File: config.mk
export PLATFORM = sky130hd
export DESIGN_NAME = pci_dma_xlate
export DESIGN_NICKNAME = d
export VERILOG_FILES = /design/src/rtl/dmx_pkg.sv /design/src/rtl/dmx_window.sv /design/src/rtl/dmx_tlb.sv /design/src/rtl/dmx_split.sv /design/src/rtl/pci_dma_xlate.sv
export SDC_FILE = /design/constraint.sdc
export NUM_CORES = 1
export LEC_CHECK = 0
export CORE_MARGIN = 2
export CORE_UTILIZATION = 25
export DETAILED_ROUTE_END_ITERATION = 8
export PLACE_DENSITY = 0.45
export SYNTH_ARGS = -nofsm -noshare
export SYNTH_HDL_FRONTEND = slang
export SYNTH_SLANG_ARGS = --single-unit
File: constraint.sdc
create_clock -name clk -period 4.89 [get_ports clk]
set_input_delay 0.489 -clock clk [delete_from_list [all_inputs] [get_ports clk]]
set_output_delay 0.489 -clock clk [all_outputs]
set_load 0.1 [all_outputs]
File: src/rtl/dmx_pkg.sv
package dmx_pkg;

    localparam int PCI_AW = 32;
    localparam int SYS_AW = 34;
    localparam int PG_W   = 13;
    localparam int VPN_W  = PCI_AW - PG_W;
    localparam int PFN_W  = SYS_AW - PG_W;
    localparam int ENT_W  = 3;
    localparam int TBL_W  = SYS_AW - ENT_W;
    localparam int LEN_W  = PG_W + 1;
    localparam int NWIN   = 2;
    localparam int WIN_IW = (NWIN > 1) ? $clog2(NWIN) : 1;
    localparam int TAG_W  = WIN_IW + VPN_W;

    typedef enum logic [1:0] {
        CF_CTRL = 2'd0,
        CF_BASE = 2'd1,
        CF_MASK = 2'd2,
        CF_XLAT = 2'd3
    } cfg_sel_e;

    typedef enum logic [1:0] {
        ST_IDLE = 2'd0,
        ST_LOOK = 2'd1,
        ST_WAIT = 2'd2
    } xl_state_e;

    typedef struct packed {
        logic             en;
        logic             sg;
        logic [VPN_W-1:0] base;
        logic [VPN_W-1:0] mask;
        logic [TBL_W-1:0] xlat;
    } win_cfg_t;

    typedef struct packed {
        logic              hit;
        logic [SYS_AW-1:0] addr;
        logic [LEN_W-1:0]  len;
        logic              split;
    } xl_rsp_t;

    function automatic logic [PFN_W-1:0] linear_pfn(
        input logic [TBL_W-1:0] xl,
        input logic [VPN_W-1:0] mask,
        input logic [VPN_W-1:0] vpn
    );
        logic [PFN_W-1:0] m;
        m = {{(PFN_W-VPN_W){1'b0}}, mask};
        return (xl[PFN_W-1:0] & ~m) | {{(PFN_W-VPN_W){1'b0}}, vpn & mask};
    endfunction

    function automatic logic [SYS_AW-1:0] entry_addr(
        input logic [TBL_W-1:0] xl,
        input logic [VPN_W-1:0] mask,
        input logic [VPN_W-1:0] vpn
    );
        logic [TBL_W-1:0] m;
        m = {{(TBL_W-VPN_W){1'b0}}, mask};
        return {(xl & ~m) | {{(TBL_W-VPN_W){1'b0}}, vpn & mask}, {ENT_W{1'b0}}};
    endfunction

endpackage

File: src/rtl/dmx_window.sv
module dmx_window
    import dmx_pkg::*;
(
    input  logic                 clk,
    input  logic                 rst,
    input  logic                 cfg_we,
    input  logic [1:0]           cfg_sel,
    input  logic [PCI_AW-1:0]    cfg_wdata,
    input  logic [VPN_W-1:0]     vpn,
    output logic                 match,
    output logic                 sg_mode,
    output logic [PFN_W-1:0]     lin_pfn,
    output logic [SYS_AW-1:0]    map_addr
);

    win_cfg_t cfg_q;

    always_ff @(posedge clk) begin
        if (rst) begin
            cfg_q <= '0;
        end else if (cfg_we) begin
            case (cfg_sel_e'(cfg_sel))
                CF_CTRL: begin
                    cfg_q.en <= cfg_wdata[0];
                    cfg_q.sg <= cfg_wdata[1];
                end
                CF_BASE: cfg_q.base <= cfg_wdata[PCI_AW-1:PG_W];
                CF_MASK: cfg_q.mask <= cfg_wdata[PCI_AW-1:PG_W];
                CF_XLAT: cfg_q.xlat <= cfg_wdata[TBL_W-1:0];
                default: ;
            endcase
        end
    end

    always_comb begin
        match    = cfg_q.en && ((vpn & ~cfg_q.mask) == (cfg_q.base & ~cfg_q.mask));
        sg_mode  = cfg_q.sg;
        lin_pfn  = linear_pfn(cfg_q.xlat, cfg_q.mask, vpn);
        map_addr = entry_addr(cfg_q.xlat, cfg_q.mask, vpn);
    end


    disabled_no_claim_chk: assert property (@(posedge clk) disable iff (rst)
        !cfg_q.en |-> !match);

endmodule

File: src/rtl/dmx_tlb.sv
module dmx_tlb
    import dmx_pkg::*;
#(
    parameter int N = 8
) (
    input  logic             clk,
    input  logic             rst,
    input  logic             inv,
    input  logic [TAG_W-1:0] lk_tag,
    output logic             lk_hit,
    output logic [PFN_W-1:0] lk_pfn,
    input  logic             fill_en,
    input  logic [TAG_W-1:0] fill_tag,
    input  logic [PFN_W-1:0] fill_pfn
);

    localparam int IW = (N > 1) ? $clog2(N) : 1;
    localparam logic [IW-1:0] LAST = IW'(N - 1);

    logic [N-1:0]     vld;
    logic [N-1:0]     hit_v;
    logic [TAG_W-1:0] tag_q [N];
    logic [PFN_W-1:0] pfn_q [N];
    logic [IW-1:0]    rr;

    for (genvar i = 0; i < N; i++) begin : g_cmp
        assign hit_v[i] = vld[i] && (tag_q[i] == lk_tag);
    end

    always_comb begin
        lk_pfn = '0;
        for (int i = 0; i < N; i++) begin
            if (hit_v[i]) lk_pfn = lk_pfn | pfn_q[i];
        end
        lk_hit = |hit_v;
    end

    always_ff @(posedge clk) begin
        if (rst) begin
            vld <= '0;
            rr  <= '0;
        end else if (inv) begin
            vld <= '0;
            rr  <= '0;
        end else if (fill_en) begin
            vld[rr] <= 1'b1;
            rr      <= (rr == LAST) ? '0 : rr + 1'b1;
        end
    end

    always_ff @(posedge clk) begin
        if (fill_en && !inv) begin
            tag_q[rr] <= fill_tag;
            pfn_q[rr] <= fill_pfn;
        end
    end


    unique_tag_chk: assert property (@(posedge clk) disable iff (rst)
        $onehot0(hit_v));


    inv_clears_chk: assert property (@(posedge clk) disable iff (rst)
        inv |=> (vld == '0));


    fill_sets_entry_chk: assert property (@(posedge clk) disable iff (rst)
        (fill_en && !inv) |=> ($countones(vld) >= 1));

endmodule

File: src/rtl/dmx_split.sv
module dmx_split
    import dmx_pkg::*;
(
    input  logic [PG_W-1:0]  off,
    input  logic [LEN_W-1:0] len,
    output logic [LEN_W-1:0] out_len,
    output logic             split
);

    logic [LEN_W-1:0] room;

    always_comb begin
        room    = LEN_W'(1 << PG_W) - {1'b0, off};
        split   = len > room;
        out_len = split ? room : len;
    end

endmodule

File: src/rtl/pci_dma_xlate.sv
module pci_dma_xlate
    import dmx_pkg::*;
#(
    parameter int TLB_N = 8
) (
    input  logic              clk,
    input  logic              rst,
    input  logic              cfg_we,
    input  logic              cfg_win,
    input  logic [1:0]        cfg_sel,
    input  logic [31:0]       cfg_wdata,
    input  logic              tlb_inv,
    input  logic              req_valid,
    output logic              req_ready,
    input  logic [31:0]       req_addr,
    input  logic [13:0]       req_len,
    output logic              rsp_valid,
    output logic              rsp_hit,
    output logic [33:0]       rsp_addr,
    output logic [13:0]       rsp_len,
    output logic              rsp_split,
    output logic              mem_rd_req,
    output logic [33:0]       mem_rd_addr,
    input  logic              mem_rd_valid,
    input  logic [20:0]       mem_rd_data
);

    xl_state_e        state;
    logic [VPN_W-1:0] r_vpn;
    logic [PG_W-1:0]  r_off;
    logic [LEN_W-1:0] r_len;
    logic [WIN_IW-1:0] r_win;
    xl_rsp_t          rsp_q;

    logic              win_hit [NWIN];
    logic              win_sg  [NWIN];
    logic [PFN_W-1:0]  win_pfn [NWIN];
    logic [SYS_AW-1:0] win_map [NWIN];

    for (genvar w = 0; w < NWIN; w++) begin : g_win
        dmx_window u_win (
            .clk      (clk),
            .rst      (rst),
            .cfg_we   (cfg_we && (cfg_win == WIN_IW'(w))),
            .cfg_sel  (cfg_sel),
            .cfg_wdata(cfg_wdata),
            .vpn      (r_vpn),
            .match    (win_hit[w]),
            .sg_mode  (win_sg[w]),
            .lin_pfn  (win_pfn[w]),
            .map_addr (win_map[w])
        );
    end

    logic              sel_found;
    logic [WIN_IW-1:0] sel_idx;

    always_comb begin
        sel_found = 1'b0;
        sel_idx   = '0;
        for (int w = NWIN - 1; w >= 0; w--) begin
            if (win_hit[w]) begin
                sel_found = 1'b1;
                sel_idx   = WIN_IW'(w);
            end
        end
    end

    logic             tlb_hit;
    logic [PFN_W-1:0] tlb_pfn;
    logic             fill_en;

    assign fill_en = (state == ST_WAIT) && mem_rd_valid;

    dmx_tlb #(.N(TLB_N)) u_tlb (
        .clk     (clk),
        .rst     (rst),
        .inv     (tlb_inv),
        .lk_tag  ({sel_idx, r_vpn}),
        .lk_hit  (tlb_hit),
        .lk_pfn  (tlb_pfn),
        .fill_en (fill_en),
        .fill_tag({r_win, r_vpn}),
        .fill_pfn(mem_rd_data)
    );

    logic [LEN_W-1:0] cut_len;
    logic             cut_split;

    dmx_split u_split (
        .off    (r_off),
        .len    (r_len),
        .out_len(cut_len),
        .split  (cut_split)
    );

    always_ff @(posedge clk) begin
        if (rst) begin
            state       <= ST_IDLE;
            r_vpn       <= '0;
            r_off       <= '0;
            r_len       <= '0;
            r_win       <= '0;
            rsp_q       <= '0;
            rsp_valid   <= 1'b0;
            mem_rd_req  <= 1'b0;
            mem_rd_addr <= '0;
        end else begin
            rsp_valid  <= 1'b0;
            mem_rd_req <= 1'b0;
            case (state)
                ST_IDLE: begin
                    if (req_valid) begin
                        r_vpn <= req_addr[PCI_AW-1:PG_W];
                        r_off <= req_addr[PG_W-1:0];
                        r_len <= req_len;
                        state <= ST_LOOK;
                    end
                end
                ST_LOOK: begin
                    if (!sel_found) begin
                        rsp_q     <= '0;
                        rsp_valid <= 1'b1;
                        state     <= ST_IDLE;
                    end else if (!win_sg[sel_idx]) begin
                        rsp_q     <= '{hit: 1'b1, addr: {win_pfn[sel_idx], r_off},
                                       len: cut_len, split: cut_split};
                        rsp_valid <= 1'b1;
                        state     <= ST_IDLE;
                    end else if (tlb_hit) begin
                        rsp_q     <= '{hit: 1'b1, addr: {tlb_pfn, r_off},
                                       len: cut_len, split: cut_split};
                        rsp_valid <= 1'b1;
                        state     <= ST_IDLE;
                    end else begin
                        mem_rd_req  <= 1'b1;
                        mem_rd_addr <= win_map[sel_idx];
                        r_win       <= sel_idx;
                        state       <= ST_WAIT;
                    end
                end
                ST_WAIT: begin
                    if (mem_rd_valid) begin
                        rsp_q     <= '{hit: 1'b1, addr: {mem_rd_data, r_off},
                                       len: cut_len, split: cut_split};
                        rsp_valid <= 1'b1;
                        state     <= ST_IDLE;
                    end
                end
                default: state <= ST_IDLE;
            endcase
        end
    end

    assign req_ready = (state == ST_IDLE);
    assign rsp_hit   = rsp_q.hit;
    assign rsp_addr  = rsp_q.addr;
    assign rsp_len   = rsp_q.len;
    assign rsp_split = rsp_q.split;


    rsp_pulse_chk: assert property (@(posedge clk) disable iff (rst)
        rsp_valid |=> !rsp_valid);


    accept_busy_chk: assert property (@(posedge clk) disable iff (rst)
        (req_valid && req_ready) |=> !req_ready);


    read_pulse_chk: assert property (@(posedge clk) disable iff (rst)
        mem_rd_req |=> !mem_rd_req);


    read_no_rsp_chk: assert property (@(posedge clk) disable iff (rst)
        mem_rd_req |-> (!rsp_valid && !req_ready));


    unclaimed_zero_chk: assert property (@(posedge clk) disable iff (rst)
        (rsp_valid && !rsp_hit) |-> (rsp_addr == '0 && rsp_len == '0 && !rsp_split));


    page_bound_chk: assert property (@(posedge clk) disable iff (rst)
        (rsp_valid && rsp_hit) |-> (({2'b0, rsp_addr[PG_W-1:0]} + {1'b0, rsp_len}) <= 15'd8192));

endmodule

## After elaboration in Yosys (flattened, before gate mapping)

Memories as Yosys holds them, arrays and structs flattened.
Index checks and enable logic that the tools add are counted.

- Magnitude comparators: 4
- Equality and inequality tests: 19
- $add $sub $neg: 2
- Multiplexer cells: 43
- Bitwise logic cells: 34
- Reduce and logical (&&, ||, !) cells: 34

Operators by type and width:

| operator | count |
|---|---|
| $mux W21 | 11 |
| $mux W50 | 4 |
| $eq A20 B20 Y1 | 8 |
| $or A21 B21 Y21 | 7 |
| $and A19 B19 Y19 | 6 |
| $mux W34 | 3 |
| $pmux W50 S2 | 1 |
| $and A31 B31 Y31 | 2 |
| $not A19 Y31 | 2 |
| $or A31 B19 Y31 | 2 |
| $and A21 B21 Y21 | 2 |
| $not A19 Y21 | 2 |
| $or A21 B19 Y21 | 2 |
| $eq A19 B19 Y1 | 2 |
| $not A19 Y19 | 2 |
| $reduce_and A2 Y1 | 10 |
| $logic_and A1 B1 Y1 | 15 |
| $gt A14 B14 Y1 | 1 |
| $mux W1 | 14 |
| $mux W14 | 1 |
| $sub A14 B13 Y14 const A | 1 |
| $mux W2 | 5 |
| $or A8 B8 Y8 | 1 |
| $reduce_or A8 Y1 | 1 |
| 22 further kinds | 31 |

- Bits in registers: 288
- Input port bits: 108
- Word-level logic and storage cells: 162
- Memories kept: 2
- Bits in writable memories: 328
- Output and inout port bits: 87

Memory list:

| memory | depth | width | read ports | clocked after memory_dff | write ports | line | source |
|---|---|---|---|---|---|---|---|
| u_tlb.pfn_q | 8 | 21 | 8 | 0 | 1 | dmx_tlb.sv:23 | `logic [PFN_W-1:0] pfn_q [N];` |
| u_tlb.tag_q | 8 | 20 | 8 | 0 | 1 | dmx_tlb.sv:22 | `logic [TAG_W-1:0] tag_q [N];` |

## Longest topological paths before layout

Gate-level depths: netlist of run 1.

- Depth after elaboration: 27
- Mapped depth: 16
- Mapped depth without buffers: 15

## Hierarchy

A second synthesis of run 1 with hierarchy kept.

- Cell total of the unflattened synthesis: 2530
- Area, all modules: 27387.5 um^2

By module, submodules not included:

| module | cells each | area an instance (um^2) | instances | seq. area each (um^2) |
|---|---|---|---|---|
| dmx_tlb | 869 | 13848.3 | 1 | 10069.7 |
| dmx_window | 402 | 3330.7 | 2 | 1421.4 |
| pci_dma_xlate | 755 | 6060.8 | 1 | 2702.6 |
| dmx_split | 102 | 817.0 | 1 | 0.0 |

## Worst setup path before layout of run 1

OpenSTA, ideal clock, no wires.

- Path kind: flip-flop to flip-flop
- From: reg state[0]
- To: mem u_tlb.pfn_q[3][0] (netlist name), enable pin
- Period minus slack after synthesis: 4.899 ns
- Cell stages (with the launch flop): 9
- Buffers on the path: 3
- Required time: 4.400 ns
- Setup time: 0.490 ns
- Slack: -0.009 ns
- Arrival: 4.409 ns
- Cells stage by stage: dfxtp_1 inv_1 ha_1 clkbuf_1 clkbuf_1 buf_1 and2_1 nand3_1 nor3_1

- Word-level cells in the longest chain between the ends: 5

RTL lines:

| element | line | source |
|---|---|---|
| start, declared | pci_dma_xlate.sv:28 | `xl_state_e state;` |
| start signal, assigned | pci_dma_xlate.sv:99 | `state <= ST_IDLE;` |
| start signal, assigned | pci_dma_xlate.sv:117 | `state <= ST_LOOK;` |
| start signal, assigned | pci_dma_xlate.sv:124 | `state <= ST_IDLE;` |
| $eq A2 B2 Y1 | pci_dma_xlate.sv:73 | `assign fill_en = (state == ST_WAIT) && mem_rd_valid;` |
| $logic_and A1 B1 Y1 | pci_dma_xlate.sv:73 |  |
| $logic_and A1 B1 Y1 | dmx_tlb.sv:52 | `if (fill_en && !inv) begin` |
| $mux W1 | dmx_tlb.sv:52 |  |
| $mux W1 (not written as such) | dmx_tlb.sv:54 | `pfn_q[rr] <= fill_pfn;` |
| end, declared | dmx_tlb.sv:23 |  |

Every way passes these cells.

## Worst setup path after layout of run 1

- From: reg r_vpn[14]
- To: reg rsp_q (netlist bit rsp_addr[13])

- Word-level cells in the longest chain between the ends: 26
- Elaborated cells between the ends (all ways): 54
- Those cells by class: 11 x eq/ne; 21 x mux; 10 x bitwise; 12 x reduce/logical

RTL lines:

| element | line | source |
|---|---|---|
| start, declared | pci_dma_xlate.sv:29 | `logic [VPN_W-1:0] r_vpn;` |
| start signal, assigned | pci_dma_xlate.sv:114 | `r_vpn <= req_addr[PCI_AW-1:PG_W];` |
| $and A19 B19 Y19 | dmx_window.sv:36 | `match = cfg_q.en && ((vpn & ~cfg_q.mask) == (cfg_q.base & ~cfg_q.mask));` |
| $eq A19 B19 Y1 | dmx_window.sv:36 |  |
| $logic_and A1 B1 Y1 | dmx_window.sv:36 |  |
| $mux W1 (2 in series) | pci_dma_xlate.sv:62 | `if (win_hit[w]) begin` |
| $eq A20 B20 Y1 | dmx_tlb.sv:27 | `assign hit_v[i] = vld[i] && (tag_q[i] == lk_tag);` |
| $logic_and A1 B1 Y1 | dmx_tlb.sv:27 |  |
| $mux W21 | dmx_tlb.sv:33 | `if (hit_v[i]) lk_pfn = lk_pfn \| pfn_q[i];` |
| $or A21 B21 Y21 | dmx_tlb.sv:33 |  |
| [9 not listed] | n/a |  |
| $or A21 B21 Y21 | dmx_tlb.sv:33 |  |
| $mux W21 | dmx_tlb.sv:33 |  |
| $or A21 B21 Y21 | dmx_tlb.sv:33 |  |
| $mux W21 | dmx_tlb.sv:33 |  |
| $mux W50 | pci_dma_xlate.sv:130 | `end else if (tlb_hit) begin` |
| $mux W50 | pci_dma_xlate.sv:125 | `end else if (!win_sg[sel_idx]) begin` |
| $mux W50 | pci_dma_xlate.sv:121 | `if (!sel_found) begin` |
| $pmux W50 S2 | pci_dma_xlate.sv:111 | `case (state)` |
| end signal, assigned | pci_dma_xlate.sv:126 | `rsp_q <= '{hit: 1'b1, addr: {win_pfn[sel_idx], r_off},` |
| end signal, assigned | pci_dma_xlate.sv:131 | `rsp_q <= '{hit: 1'b1, addr: {tlb_pfn, r_off},` |
| end signal, assigned | pci_dma_xlate.sv:144 | `rsp_q <= '{hit: 1'b1, addr: {mem_rd_data, r_off},` |
| end, declared | pci_dma_xlate.sv:33 | `xl_rsp_t rsp_q;` |

Several ways; a longest one is shown, not always the timed one. The select of a mux whose other input is x is not followed.
A chain may end at the register's enable or synchronous reset.

==> results of run 1 <==
## metal layers
| metal | routed length (um) | vias up |
|---|---|---|
| met5 | 0 | - |
| met2 | 44800 | 613 |
| met4 | 2000 | 0 |
| met3 | 5030 | 136 |
| met1 | 44200 | 9834 |
| li1 | - | 9026 |
## synthesized netlist by cell type (all sizes together) (4+ instances only)
master,instances,share of area
nand2b,6,0.0015
nand2,467,0.068
o211ai,15,0.0044
or3,12,0.0029
xnor2,146,0.051
nand4,64,0.016
clkbuf,74,0.011
nor3,69,0.013
nand4b,6,0.0020
nor4b,4,0.0014
a22oi,20,0.0058
a22o,7,0.0024
buf,69,0.018
o22ai,27,0.0065
or2,4,0.00097
a21o,11,0.0032
ha,20,0.0097
nor3b,4,0.0012
a32o,27,0.010
a221o,21,0.0081
a221oi,16,0.0057
nand3,47,0.0091
o21ai,34,0.0067
inv,26,0.0038
dfxtp,285,0.22
a222oi,19,0.0073
nor2b,16,0.0039
mux2i,46,0.018
a21oi,241,0.047
edfxtp,328,0.38
nor4,36,0.0098
nor2,103,0.015
or4,4,0.0012
a211oi,18,0.0052
o21bai,4,0.0012
xor2,55,0.019
## area by class of cell
type	count	share of cell area
well taps	1380	0.0542
clock inverters	23	0.00718
diodes	2	0.000157
inverters	26	0.00306
clock buffers	105	0.0662
flip-flops and latches	613	0.488
repair buffers	262	0.0792
multi-input cells	1601	0.302
## flip-flops by register name (all words and copies together), names as in the netlist, 14 cells and up
register,cells
mem_rd_addr,31
r_vpn,19
rsp_len,14
r_len,14
u_tlb.tag_q,160
g_win.u_win.cfg_q,140
u_tlb.pfn_q,168
rsp_addr,34
## kinds of logic after synthesis
family | after synthesis | synth area share
compound gates | 479 | 0.120
xor+xnor | 201 | 0.0698
fa+ha+maj | 20 | 0.00967
buf+inv | 169 | 0.0327
flops | 613 | 0.601
mux | 46 | 0.0178
other cells | 1 | 0.000145
simple gates | 852 | 0.149
## worst max-delay path by stage
| stage | end | slack [ps] | cells past startpoint | from |
|---|---|---|---|---|
| 6_report | rsp_addr[13] | 280 | 11 | r_vpn[14] |
| 5_1_grt | rsp_addr[13] | 50 | 10 | r_vpn[13] |
| 4_1_cts | rsp_addr[22] | 100 | 10 | r_vpn[11] |
| 3_5_place_dp | rsp_addr[22] | 120 | 10 | r_vpn[11] |
| 3_3_place_gp | rsp_addr[23] | -240 | 11 | r_vpn[14] |
| 2_1_floorplan | u_tlb.pfn_q[0][0] | 50 | 7 | state[0] |
## where the power goes
part,switching [mW],internal (mW)
logic,0.558,0.309
clock network,2.16,3.20
registers,0.0832,5.47
## repair_timing
item                                    4_1_cts  5_1_grt
hold endpoints to repair                      0        0
endpoints found under the setup margin        0        6
resized for setup                             0        4
buffers inserted                              0        0
## worst max-delay path: cells and delay by family (launching register included)
family | cells | cell delay (ps)
compound gates | 4 | 1350
xor+xnor | 1 | 150
buf+inv | 2 | 680
flops | 1 | 730
mux | 1 | 120
simple gates | 3 | 1430
## stage by stage
step | instances | setup WS [ps] | utilization
finish | 4012 | 283 | 0.309
global route | 4011 | 50.0 | 0.309
CTS | 4010 | 100 | 0.309
detailed placement | 3882 | 118 | 0.286
global placement | 3881 | -240 | 0.286
floorplan | 2383 | 47.8 | -
==> results.md, run 1 <==
* Outcome: finished, final reports clean
* DIE WIDTH at 326 um
* Most used cell, CP: buf_4
* Die area at 0.106 sq mm
* CTS root buf: clkbuf_16
* IO Count at 195
* Hold Crit Depth at 2
* Tcrit/Tclk final at 0.942
* CTS tree: yes
* Clk_lat worst skew at 620 ps
* Worst setup SP type: flop
* Pin count of the biggest net entering global routing at 188
* Share of cells above drive strength 1 at 0.0871
* R2R setup slack at 280 ps
* Via count at 19600
* H-tree lvl count at 3
* Max IR drop VDD at 0.260 mV
* P_leak at 10.3 nW
* Synth cell types at 64
* Initial antenna violation count at 3
* Number of slew-limit violations in the final report at 0
* Critical-path top delay cell: o21ai_0
* Max stage delay on crit path at 790 ps
* Overall Power at 11.8 mW
* Final Hold Fails at 0
* Die height at 326 um
* Placer Congestion at 0.879
* Hold Path Class: input port to flop
* Setup_tns at 0 ps
* RSZ-0062 raised after global routing: no
* Routed wire length at 96000 um
* Hold Path Origin: rst
* Area Growth Syn to Fin at 23.2%
* GRT Max-Usage Layer: met2
* Register area at 0.0156 sq mm
* Max Clock Skew at 30.9 ps
* Crit end category: flop
* Starting Density at 0.251
* # fillers at 10600
* EDFF count, synth at 328
* Fin nets at 2704
* Achievable frequency at 217 MHz
* Pre-antenna DRT Iters at 5
* TritonCTS Buffers at 72
* Post-layout min period at 4610 ps
* Arr. time, crit path at 5110 ps
* Num Clock Sinks at 613
* Post-Synthesis Mean Instance Area at 10.9 sq um
* Finished layout cell area at 0.0319 sq mm
* Worst Tran Pin Value at 1370 ps
* R2R cell count at 11
* Global Route Usage Sum at 0.177
* Kind of critical path: flop to flop
* R2r startpoint: r_vpn[14]
* GR Util met1 at 0.248
* Leading cell type in the layout, fill and taps excluded: nand2_1
* DR vias/cell at 4.89
* Row cnt at 118
* Reg2reg end: rsp_addr[13]
* Antenna viol nets, final at 0
* Sequential fraction of the synthesis area at 0.601
* Multi-input combinational cell area at 0.00963 sq mm
* Critical Path RT at 5390 ps
* WHS Endpoint: r_win
* DRC viols at 0
* Crit-path max FO at 16
* Vias in the first global route at 19300
* DR WL/cell at 23.9 um
* Setup violations, final at 0
* Ys async rst share at 0
* Mapped Cells at 2381
* Max cap viols at 0
* DR iter-0 viols at 1911
* Synthesized area at 0.0259 sq mm
* Relative slew slack at 0.0847
* # port buffers at 191
* Clk buf depth at 3
* Most frequent cells in the layout: 464 x nand2_1, 328 x edfxtp_1, 285 x dfxtp_1, 238 x a21oi_1, 190 x clkdlybuf4s50_1
* Crit path cell chain: buf_4 -> xnor2_1 -> o22ai_1 -> nor4_1 -> nand3_1 -> nand2b_2 -> buf_4 -> mux2i_1 -> o21ai_0 -> o211ai_1 -> a32o_1
* Hold Buf Count CTS at 0
* Met3 usage at 0.0258
* WHS at 390 ps
* Core area at 0.103 sq mm
* First-pass GRT wire length at 139000 um
* HPWL after detailed placement at 66300 um
* Gr ovfl total at 0
* Placed cell area at 0.0295 sq mm
* Commonest register cell after synthesis: edfxtp_1
* Ys Warns at 0
* Met2 Use GR at 0.287
* #FFs+latches synth at 613
* Power per Cell Area at 370 mW/mm^2
* Clock transition at the registers of the reported paths at 60 ps
No activity file was read; power rests on OpenSTA's default activity.
==> run 2, diff against run 1 <==
Settings changed: CORE_ASPECT_RATIO set to 0.9, PLACE_DENSITY 0.45 to 0.51, TNS_END_PERCENT set to 30.
==> run 2 against run 1 <==
Sequential share of layout area increased by 0.42 points. Final cell count down 0.65%. Routed wire length decreased by 5.8%. Final area is 0.86% lower. Critical path type unchanged. Global-route usage down 1.0 points. Maximum frequency rose by 5.6%. Highest routed layer is now met5. Non-clock buffer count increased by 5. First-iteration DRC count grew 12%.
==> results.md, run 2 (same netlist as run 1, synthesis figures left out) <==
* Num Clock Sinks at 613 (unchanged)
* Fin nets at 2704 (unchanged)
* Area Growth Syn to Fin at 22.1%
* Largest regs: u_tlb.pfn_q: 168 flops, u_tlb.tag_q: 160 flops, g_win.u_win.cfg_q: 140 flops
* P_leak at 10.2 nW (-0.80%)
* Max Clock Skew at 26.7 ps (-4.19 ps)
* Overall Power at 11.4 mW (-3.6%)
* Max reg flops at 168 (unchanged)
* # Post-CTS Setup Buffers at 0 (unchanged)
* Placed insts at 3863 (-0.49%)
* Hold Buf Count CTS at 0 (unchanged)
* Power per Cell Area at 359 mW/mm^2 (-2.8%)
* First-pass GRT wire length at 130000 um (-6.1%)
* Max IR drop VDD at 0.191 mV (-26%)
* Sw frac at 0.241 (+0.00324)
* Initial antenna violation count at 6 (+3)
* Reg power frac at 0.489 (+0.018)
* Post-CTS resize count at 0 (unchanged)
* Clock transition at the registers of the reported paths at 60 ps (about the same)
* Achievable frequency at 229 MHz (+5.6%)
* Core area at 0.102 sq mm (-0.81%)
* DR WL/cell at 22.7 um (-5.2%)
* Combinational power share at 0.075 (about the same)
* Relative slew slack at 0.134 (+0.0490)
* Setup_tns at 0 ps (unchanged)
* Post-layout min period at 4360 ps (-243 ps)
* Via count at 19600 (-0.036%)
* Starting Density at 0.253 (+0.00205)
* Crit end category: flop
* Max cap viols at 0 (unchanged)
* HPWL after detailed placement at 62800 um (-5.2%)
* Worst Tran Pin Value at 1290 ps (-85.7 ps)
* Worst setup SP type: flop
* Max stage delay on crit path at 860 ps (+70 ps)
* Hold Path Class: input port to flop
* Placer Congestion at 0.919 (+4.6%)
* Die height at 309 um (-5.1%)
* RSZ-0062 raised after global routing: no
* DR vias/cell at 4.92 (+0.62%)
* IO Count at 195 (unchanged)
* DRC viols at 0 (unchanged)
* # port buffers at 191 (unchanged)
* Antenna viol nets, final at 0 (unchanged)
* Vias in the first global route at 18300 (-5.0%)
* Int Pwr at 8.62 mW (-4.1%)
* Number of slew-limit violations in the final report at 0 (unchanged)
* Critical Path RT at 5430 ps (+40 ps)
* Most used cell, CP: buf_4
* Clk_lat worst skew at 610 ps (about the same)
* TritonCTS Buffers at 67 (-6.9%)
* Post-route setup slack at 526 ps (+243 ps)
* Register area at 0.0156 sq mm (unchanged)
* DR iter-0 viols at 2138 (+12%)
* Setup violations, final at 0 (unchanged)
* Top reg by flops: u_tlb.pfn_q
* Most frequent cells in the layout: 464 x nand2_1, 328 x edfxtp_1, 285 x dfxtp_1, 238 x a21oi_1, 190 x clkdlybuf4s50_1
* Final Hold Fails at 0 (unchanged)
* Outcome: finished, final reports clean
* Clk buf depth at 3 (unchanged)
* Diodes inserted at 0 (-2)
* Leading cell type in the layout, fill and taps excluded: nand2_1
* Global Route Usage Sum at 0.167 (-0.0102)
* Crit path cell chain: xnor2_1 -> nor2_1 -> nor4_2 -> and4_1 -> nor2_2 -> buf_4 -> buf_4 -> nand2_1 -> a21oi_1 -> nor3_1 -> buf_4 -> a221o_1 -> a32o_1
* Arr. time, crit path at 4900 ps (-210 ps)
* Placed cell area at 0.0295 sq mm (-0.20%)
* Cell family with the largest share of critical-path delay: simple AND/OR/NAND/NOR gates
* Routed wire length at 90500 um (-5.8%)
* Kind of critical path: flop to flop
* CTS root buf: clkbuf_16
* Clk pwr share at 0.437 (-0.018)
* Crit-path max FO at 12 (-4)
* Final cell count without fillers at 3986 (-0.65%)
* Pin count of the biggest net entering global routing at 150 (-20%)
* Gr ovfl total at 0 (unchanged)
* H-tree lvl count at 3 (unchanged)
* Net switching power at 2.74 mW (-2.3%)
* Pre-CTS WS at 799 ps (+681 ps)
* DIE WIDTH at 343 um (+5.3%)
* Pre-antenna DRT Iters at 8 (+3)
* Buf/Inv on CP at 3 (+1)
* # fillers at 10500 (-1.2%)
* Row cnt at 111 (-5.9%)
* Tcrit/Tclk final at 0.892 (-0.0497)
* Share of cells above drive strength 1 at 0.0867 (-0.000380)
* CTS tree: yes
* Finished layout cell area at 0.0316 sq mm (-0.86%)
* Multi-input combinational cell area at 0.00961 sq mm (-0.22%)
* Critical-path top delay cell: dfxtp_1
* Die area at 0.106 sq mm (about the same)
run 2: through the flow:
step	hold slack, ps	util
detailed placement	446	0.288
global route	416	0.309
CTS	405	0.309
global placement	441	0.288
floorplan	432	-
finish	439	0.309
run 2: worst reg2reg max path, cell delays in order (launching register included):
cell,delay [ps]
dfxtp_1,860
xnor2_1,200
nor2_1,80
nor4_2,250
and4_1,620
nor2_2,250
buf_4,240
buf_4,200
nand2_1,80
a21oi_1,60
nor3_1,850
buf_4,270
a221o_1,170
a32o_1,170
run 2: metal layers:
layer / vias to the layer above / global-route usage / part of all wire
met2: 858 / 0.253 / 0.44
met4: 8 / 0.0371 / 0.020
met5: - / 0 / 0.00054
met1: 9586 / 0.238 / 0.45
met3: 114 / 0.0407 / 0.092
li1: 9036 / - / -
run 2: worst paths after layout:
| path | from | end | slack (ps) | cells past startpoint |
|---|---|---|---|---|
| max | r_vpn[15] | rsp_addr[31] | 530 | 13 |
| min reg2reg | mem_rd_addr[14] | mem_rd_addr[14] | 450 | 2 |
| min | req_len[10] | r_len[10] | 440 | 3 |
| max reg2reg | r_vpn[15] | rsp_addr[31] | 530 | 13 |
run 2: layout make-up:
type	instances	share of cell area
Timing Repair Buffer	267	0.0795
Clock buffer	92	0.0602
Sequential cell	613	0.492
Tap cell	1356	0.0537
Multi-Input combinational cell	1601	0.304
Clock inverter	31	0.00732
Inverter	26	0.00309
run 2: power groups by stage:
| stage | Sequential [mW] | Combinational (mW) | Clock, mW |
|---|---|---|---|
| finish | 5.55 | 0.848 | 4.96 |
| global route | 5.55 | 0.919 | 5.26 |
| CTS | 5.55 | 0.849 | 5.05 |
| detailed placement | 5.66 | 0.846 | 0 |
| global placement | 5.66 | 0.845 | 0 |
| floorplan | 5.66 | 0.465 | 0 |
==> run 3, diff against run 2 <==
Settings changed: CORE_UTILIZATION 25 to 53, PLACE_DENSITY 0.51 to 0.85.
==> run 3 against run 2 <==
Total power shrank 2.1%. Final cell count shrank 19%. Clock power fell by 4.8%. Final area fell by 3.3%. Register-to-register slack improved by 50 ps. Largest power group unchanged. Via count is 5.8% higher.
==> results.md, run 3 (same netlist as run 1, synthesis figures left out) <==
* Outcome: finished, final reports clean
* Max Clock Skew at 16.0 ps (-10.8 ps)
* RSZ-0062 raised after global routing: no
* Diodes inserted at 0 (unchanged)
* Placer Congestion at 1.02 (+11%)
* H-tree lvl count at 2 (-1)
* Register area at 0.0156 sq mm (unchanged)
* Post-layout min period at 4310 ps (-54.6 ps)
* R2R cell count at 12 (-1)
* Vias in the first global route at 19700 (+7.4%)
* Relative slew slack at 0.169 (+0.0348)
* Starting Density at 0.539 (+0.286)
* Hold Crit Depth at 2 (-1)
* IO Count at 195 (unchanged)
* Pre-CTS WS at 793 ps (-6.10 ps)
* DRC viols at 0 (unchanged)
* Pin count of the biggest net entering global routing at 163 (+8.7%)
* Setup_tns at 0 ps (unchanged)
* Achievable frequency at 232 MHz (+1.3%)
* Tcrit/Tclk final at 0.881 (-0.0112)
* Number of slew-limit violations in the final report at 0 (unchanged)
* Via count at 20700 (+5.8%)
* Routed wire length at 81000 um (-10%)
* Die area at 0.0506 sq mm (-52%)
* Multi-input combinational cell area at 0.00960 sq mm (about the same)
* Clk_lat worst skew at 630 ps (+20 ps)
* # Post-CTS Setup Buffers at 0 (unchanged)
* # port buffers at 191 (unchanged)
* Num Clock Sinks at 613 (unchanged)
* DR vias/cell at 6.40 (+30%)
* Worst setup SP type: flop
* Hold Path Class: input port to flop
* Max cap viols at 0 (unchanged)
* Max IR drop VDD at 0.259 mV (+36%)
* Crit-path max FO at 21 (+9)
* TritonCTS Buffers at 57 (-15%)
* WHS Endpoint: mem_rd_addr[3]
* CTS tree: yes
* Global Route Usage Sum at 0.314 (+0.147)
* DR iter-0 viols at 3155 (+48%)
* Setup violations, final at 0 (unchanged)
* Pre-antenna DRT Iters at 7 (-1)
* Area Growth Syn to Fin at 18.1%
* Most frequent cells in the layout: 464 x nand2_1, 328 x edfxtp_1, 285 x dfxtp_1, 239 x a21oi_1, 190 x clkdlybuf4s50_1
* Top reg by flops: u_tlb.pfn_q
* Hold Buf Count CTS at 0 (unchanged)
* Initial antenna violation count at 3 (-3)
* Kind of critical path: flop to flop
* # fillers at 3505 (-67%)
* Core area at 0.0480 sq mm (-53%)
* Final Hold Fails at 0 (unchanged)
* Finished layout cell area at 0.0306 sq mm (-3.3%)
* R2R setup slack at 580 ps (+50 ps)
* CTS root buf: clkbuf_16
* Hold Path Origin: rst
* Antenna viol nets, final at 0 (unchanged)
* Row cnt at 76 (-32%)
* Clock transition at the registers of the reported paths at 60 ps (about the same)
* Die height at 214 um (-31%)
* Placed cell area at 0.0286 sq mm (-3.0%)
* Clk buf depth at 3 (unchanged)
* DIE WIDTH at 237 um (-31%)
* Post-route setup slack at 581 ps (+54.6 ps)
* Worst Tran Pin Value at 1240 ps (-43.0 ps)
* Post-CTS resize count at 0 (unchanged)
* Largest regs: u_tlb.pfn_q: 168 flops, u_tlb.tag_q: 160 flops, g_win.u_win.cfg_q: 140 flops
* Overall Power at 11.1 mW (-2.1%)
* Share of cells above drive strength 1 at 0.0833 (-0.00339)
* Arr. time, crit path at 4830 ps (-70 ps)
* Critical Path RT at 5410 ps (-20 ps)
* P_leak at 10.1 nW (-0.70%)
* First-pass GRT wire length at 120000 um (-7.9%)
* Leading cell type in the layout, fill and taps excluded: nand2_1
* Fin nets at 2697 (-0.26%)
* Max reg flops at 168 (unchanged)
* Crit end category: flop
* DR WL/cell at 25.0 um (+10%)
* HPWL after detailed placement at 53800 um (-14%)
* Reg2reg end: rsp_addr[17]
* Gr ovfl total at 0 (unchanged)
* R2r startpoint: r_vpn[6]
* Power per Cell Area at 364 mW/mm^2 (+1.2%)
run 3: cell count changes in the layout (fill, tap and decap cells not counted), moves of 2 or more:
cell,before,now
clkbuf_16,69,59
clkbuf_8,10,8
clkinv_1,8,3
bufinv_16,2,8
buf_12,2,4
inv_6,5,1
clkinv_2,13,10
run 3: stage by stage:
step | hold slack, ps | cells | utilization
global placement | 440 | 3134 | 0.595
finish | 345 | 3241 | 0.637
floorplan | 432 | 2383 | -
detailed placement | 447 | 3134 | 0.595
CTS | 359 | 3241 | 0.637
global route | 390 | 3241 | 0.637
run 3: worst max path at each step:
stage	end	slack, ps	from
after CTS	rsp_addr[33]	780	r_vpn[11]
after global placement	rsp_addr[17]	880	r_vpn[6]
after detailed placement	rsp_addr[17]	790	r_vpn[6]
after floorplan	u_tlb.pfn_q[0][0]	50	state[0]
after global routing	rsp_addr[17]	410	r_vpn[6]
final	rsp_addr[17]	580	r_vpn[6]
run 3: cell type report:
cell class / count / area share
flip-flops and latches: 613 / 0.509
multi-input cells: 1601 / 0.314
repair buffers: 270 / 0.0836
clock buffers: 81 / 0.0536
well taps: 624 / 0.0255
clock inverters: 26 / 0.0112
inverters: 26 / 0.00319
run 3: layer usage:
| layer | up-vias | GRT usage | wire length [um] | part of all wire |
|---|---|---|---|---|
| li1 | 9015 | - | - | - |
| met1 | 9985 | 0.426 | 31100 | 0.38 |
| met2 | 1496 | 0.487 | 36200 | 0.45 |
| met3 | 236 | 0.0801 | 10400 | 0.13 |
| met4 | 2 | 0.127 | 3370 | 0.042 |
| met5 | - | 0 | 13 | 0.00016 |
run 3: worst max-delay path: stages, from the launching register on:
cell	delay, ps
dfxtp_1	740
buf_4	230
xnor2_1	150
o22ai_1	110
nor4_1	350
nand3_1	280
nand2b_2	360
buf_4	410
mux2i_1	150
o21ai_0	770
buf_4	260
o211ai_1	90
a32o_1	300
run 3: power breakdown:
part	switching, mW	leakage, nW	total, mW	internal [mW]
registers	0.0736	5.25	5.54	5.47
clock network	1.96	0.971	4.72	2.76
logic	0.548	3.91	0.854	0.306
total	2.59	10.1	11.1	8.53
